File: config.mk
export PLATFORM = sky130hd
export DESIGN_NAME = rct_health_top
export DESIGN_NICKNAME = d
export VERILOG_FILES = /design/src/rtl/rct_pkg.sv /design/src/rtl/rct_window.sv /design/src/rtl/rct_uniform_detect.sv /design/src/rtl/rct_health_top.sv
export SDC_FILE = /design/constraint.sdc
export NUM_CORES = 1
export LEC_CHECK = 0
export ABC_CLOCK_PERIOD_IN_PS = 2000
export CAP_MARGIN = 20
export CORE_ASPECT_RATIO = 1.25
export CORE_MARGIN = 2
export CORE_UTILIZATION = 57
export CTS_CLUSTER_SIZE = 14
export DETAILED_ROUTE_END_ITERATION = 10
export PLACE_DENSITY = 0.84
export SKIP_CTS_REPAIR_TIMING = 1
export SYNTH_ARGS = -nofsm -noshare
export SYNTH_HDL_FRONTEND = slang
export SYNTH_SLANG_ARGS = --single-unit
File: constraint.sdc
create_clock -name clk_i -period 2 [get_ports clk_i]
set_input_delay 0.3 -clock clk_i [delete_from_list [all_inputs] [get_ports clk_i]]
set_output_delay 0.3 -clock clk_i [all_outputs]
set_load 0.01 [all_outputs]
File: src/rtl/rct_pkg.sv
package rct_pkg;

  // Entropy estimates are given in units of 1/256 bit.
  localparam int unsigned ENT_ONE = 256;

  // Repetition cutoff: 1 + ceil(alpha_exp / entropy), never below 2.
  function automatic int unsigned rct_cutoff(input int unsigned alpha_exp,
                                             input int unsigned ent_q8);
    int unsigned num;
    int unsigned res;
    num = alpha_exp * ENT_ONE;
    res = 1 + (num + ent_q8 - 1) / ent_q8;
    if (res < 2) res = 2;
    return res;
  endfunction

endpackage

File: src/rtl/rct_window.sv
module rct_window #(
  parameter int unsigned DEPTH = 21
) (
  input  logic             clk_i,
  input  logic             rst_ni,
  input  logic             shift_en_i,
  input  logic             bit_i,
  output logic [DEPTH-1:0] win_nx_o,
  output logic             full_nx_o
);

  localparam int unsigned CW = $clog2(DEPTH + 1);
  localparam logic [CW-1:0] FULL_CNT = CW'(DEPTH);

  logic [DEPTH-1:0] win_q, win_d;
  logic [CW-1:0]    cnt_q, cnt_d;

  // next state
  always_comb begin
    win_d = win_q;
    cnt_d = cnt_q;
    if (shift_en_i) begin
      win_d = {win_q[DEPTH-2:0], bit_i};
      if (cnt_q != FULL_CNT) cnt_d = cnt_q + CW'(1);
    end
  end

  // registers
  always_ff @(posedge clk_i or negedge rst_ni) begin
    if (!rst_ni) begin
      win_q <= '0;
      cnt_q <= '0;
    end else if (shift_en_i) begin
      win_q <= win_d;
      cnt_q <= cnt_d;
    end
  end

  assign win_nx_o  = win_d;
  assign full_nx_o = (cnt_d == FULL_CNT);

endmodule

File: src/rtl/rct_uniform_detect.sv
module rct_uniform_detect #(
  parameter int unsigned DEPTH = 21
) (
  input  logic [DEPTH-1:0] vec_i,
  output logic             uniform_o
);

  logic all_one, all_zero;

  always_comb begin
    all_one   = &vec_i;
    all_zero  = ~(|vec_i);
    uniform_o = all_one | all_zero;
  end

endmodule

File: src/rtl/rct_health_top.sv
module rct_health_top #(
  parameter int unsigned ALPHA_EXP = 20,
  parameter int unsigned ENT_Q8    = 256
) (
  input  logic clk_i,
  input  logic rst_ni,
  input  logic sample_valid_i,
  input  logic sample_bit_i,
  output logic alarm_o,
  output logic valid_o
);

  localparam int unsigned CUTOFF = rct_pkg::rct_cutoff(ALPHA_EXP, ENT_Q8);

  if (ENT_Q8 == 0 || ENT_Q8 > rct_pkg::ENT_ONE) begin : g_bad_entropy
    $error("ENT_Q8 must lie in 1..256");
  end

  logic [CUTOFF-1:0] win_nx;
  logic              full_nx;
  logic              uniform_nx;
  logic              alarm_q, alarm_d;

  rct_window #(.DEPTH(CUTOFF)) u_window (
    .clk_i      (clk_i),
    .rst_ni     (rst_ni),
    .shift_en_i (sample_valid_i),
    .bit_i      (sample_bit_i),
    .win_nx_o   (win_nx),
    .full_nx_o  (full_nx)
  );

  rct_uniform_detect #(.DEPTH(CUTOFF)) u_detect (
    .vec_i     (win_nx),
    .uniform_o (uniform_nx)
  );

  // next state: the alarm follows the window content after this sample
  always_comb begin
    alarm_d = full_nx & uniform_nx;
  end

  // register, enabled by the sample strobe
  always_ff @(posedge clk_i or negedge rst_ni) begin
    if (!rst_ni) begin
      alarm_q <= 1'b0;
    end else if (sample_valid_i) begin
      alarm_q <= alarm_d;
    end
  end

  assign alarm_o = alarm_q;
  assign valid_o = sample_valid_i & ~alarm_q;

endmodule

==> run summary <==
Outcome = finished clean
Clock insertion delay at the later pin of the skew report = 0.31 ns
NumNets Final = 111
Worst r2r path cells = 5
Total power = 1.66 mW
Hold Slack = 0.336 ns
Placer Congestion = 0.761
CTS clk-pin slew, worst paths = 0.14 ns
Post-DP HPWL = 1.37 mm
Setup TNS = 0 ns
Slew @ Worst Pin = 0.338 ns
Clk root buf = clkbuf_4
Main synth FF type = dfrtp_1
Top cells by count, synth = 27 x dfrtp_1, 21 x mux2_2, 7 x nand4_1
Congestion Overflow GR = 0
# diodes = 0
FP Rows = 18
Fin crit share = 94.6%
Fill cells = 152
H-tree depth = 1
First-pass GRT wire length = 3.32 mm
Crit Path Class = input pin to primary output
Tmin final = 1.89 ns
Slew Limit Fails = 0
Antenna viol nets, final = 0
Leak = 0.540 nW
Combined area of the multi-input logic cells = 502 um^2
Layout area overhead = 8.76%
Initial antenna violation count = 0
Effective utilization at floorplan = 60.5%
TritonCTS clock tree = built
Largest area contributor in the netlist = dfrtp_1
Num CTS Buffers = 3
WL/cell = 16.0 um
Maximum VDD drop = 0.000780 V
Slew headroom = 77.3%
Crit path DAT = 1.59 ns
Clk sink count = 27
Initial DRC count = 3
IO Count = 6
Via count = 795
DRT Pass-1 Iters = 4
Core area = 0.00200 mm^2
Syn_nets = 101
Top-count cell post-synth = dfrtp_1
Synthesized area per cell = 12.8 um^2
Startpoint types = input pin
FFs w/ async S/R, synth = 100%
Fmax = 528 MHz
Finish-stage setup viols = 0
Ys Warns = 0
DRC viols = 0
GRT Util Overall = 18.0%
Die H = 55.6 um
Crit. End Element = primary output
EDFF count, synth = 0
Synth top area cells = dfrtp_1 56%, mux2_2 19%, nand4_1 3.6%
Register area = 676 um^2
Post-synth top area share = 55.7%
FF+latch count, synth = 27
Share of layout cells above drive strength 1 = 27.9%
Port Buf Inserts = 5
Clock Skew = 0.00168 ns
Clock Tree Buf Depth = 2
MaxCap Viol Count = 0
Vias in the first global route = 772
Die W = 45.3 um
Critical Path RT = 1.70 ns
Min-Delay Path Class = input pin to asynchronous set/reset pin
Unrepaired setup endpoints after global routing = no
Sequential fraction of the synthesis area = 55.7%
Gate Count Post-Synth = 95
Post-Syn Area = 0.00121 mm^2
Max FO, Critical Path = 4
Final Hold Fails = 0
Die area = 0.00252 mm^2
Vias per cell = 6.41
Final wirelength = 1.99 mm
Distinct cells, synth = 27
PD cells = 1260 mW/mm^2
Largest net degree at the start of global routing = 28
-- per-stage QoR --
step / setup WS, ns / std cells / area [um^2] / util (%)
4_1_cts: 0.0968 / 124 / 1320 / 65.9
3_5_place_dp: 0.106 / 120 / 1290 / 64.5
5_1_grt: 0.0432 / 124 / 1320 / 65.9
2_1_floorplan: 0.555 / 95 / 1210 / -
3_3_place_gp: 0.128 / 120 / 1290 / 64.5
6_report: 0.107 / 124 / 1320 / 65.9
-- state kept, by name, indices dropped and copies added (netlist names) --
register,count
alarm_o,1
u_window.cnt_q,5
u_window.win_q,21
-- worst max-delay path, stage by stage --
cell	delay (ns)
clkdlybuf4s50_1	0.55
clkinv_1	0.10
nor2_1	0.10
clkdlybuf4s50_1	0.54
-- worst paths after layout --
path / start / end / slack, ns
min: rst_ni / u_window.cnt_q[2]$_DFFE_PN0P_ / 0.34
min in group clk_i: u_window.cnt_q[4]$_DFFE_PN0P_ / u_window.cnt_q[4]$_DFFE_PN0P_ / 0.53
max: sample_valid_i / valid_o / 0.11
max in group asynchronous: rst_ni / u_window.win_q[10]$_DFFE_PN0P_ / 1.41
max reg2reg: u_window.cnt_q[0]$_DFFE_PN0P_ / alarm_o$_DFFE_PN0P_ / 0.54
min reg2reg: u_window.cnt_q[4]$_DFFE_PN0P_ / u_window.cnt_q[4]$_DFFE_PN0P_ / 0.53
-- layer usage --
layer | GRT usage, % | vias up | routed length, um
met2 | 28.4 | 11 | 1010
met5 | 0 | - | 0
met3 | 3.90 | 2 | 37
li1 | - | 372 | -
met4 | 10.1 | 0 | 19
met1 | 22.0 | 410 | 925
-- layout by cell type, fill, tap and decap left out, drive strengths merged, types with 2 or more instances in the layout --
cell	count
dfrtp	27
mux2	21
nand4	7
nor4	6
clkdlybuf4s50	5
nand2	4
buf	4
clkbuf	4
nor2	3
a21oi	3
inv	2
a31oi	2
ha	2
-- cell families (layout without fill, tap and decap cells) --
logic type / after synthesis / count (layout) / synth area share, %
adder cells (fa/ha/maj): 2 / 2 / 2.06
buffers and inverters: 7 / 16 / 2.99
XOR/XNOR: 2 / 2 / 1.44
AND/OR/NAND/NOR: 25 / 25 / 11.5
AO/OA/AOI/OAI: 10 / 10 / 5.98
flip-flops: 27 / 27 / 55.7
multiplexers: 22 / 22 / 20.3
-- layout make-up --
class	count	share of cell area, %
multi-input combinational	61	38.0
inverter	3	0.853
timing repair buffer	9	6.07
clock buffer	4	1.99
sequential	27	51.2
tap	20	1.90
-- power breakdown --
group / switching (mW) / internal (mW) / leakage, nW
clock: 0.152 / 0.0780 / 0.0150
sequential: 0.236 / 0.771 / 0.325
combinational: 0.169 / 0.256 / 0.201
(Power assumes the default switching activity.)
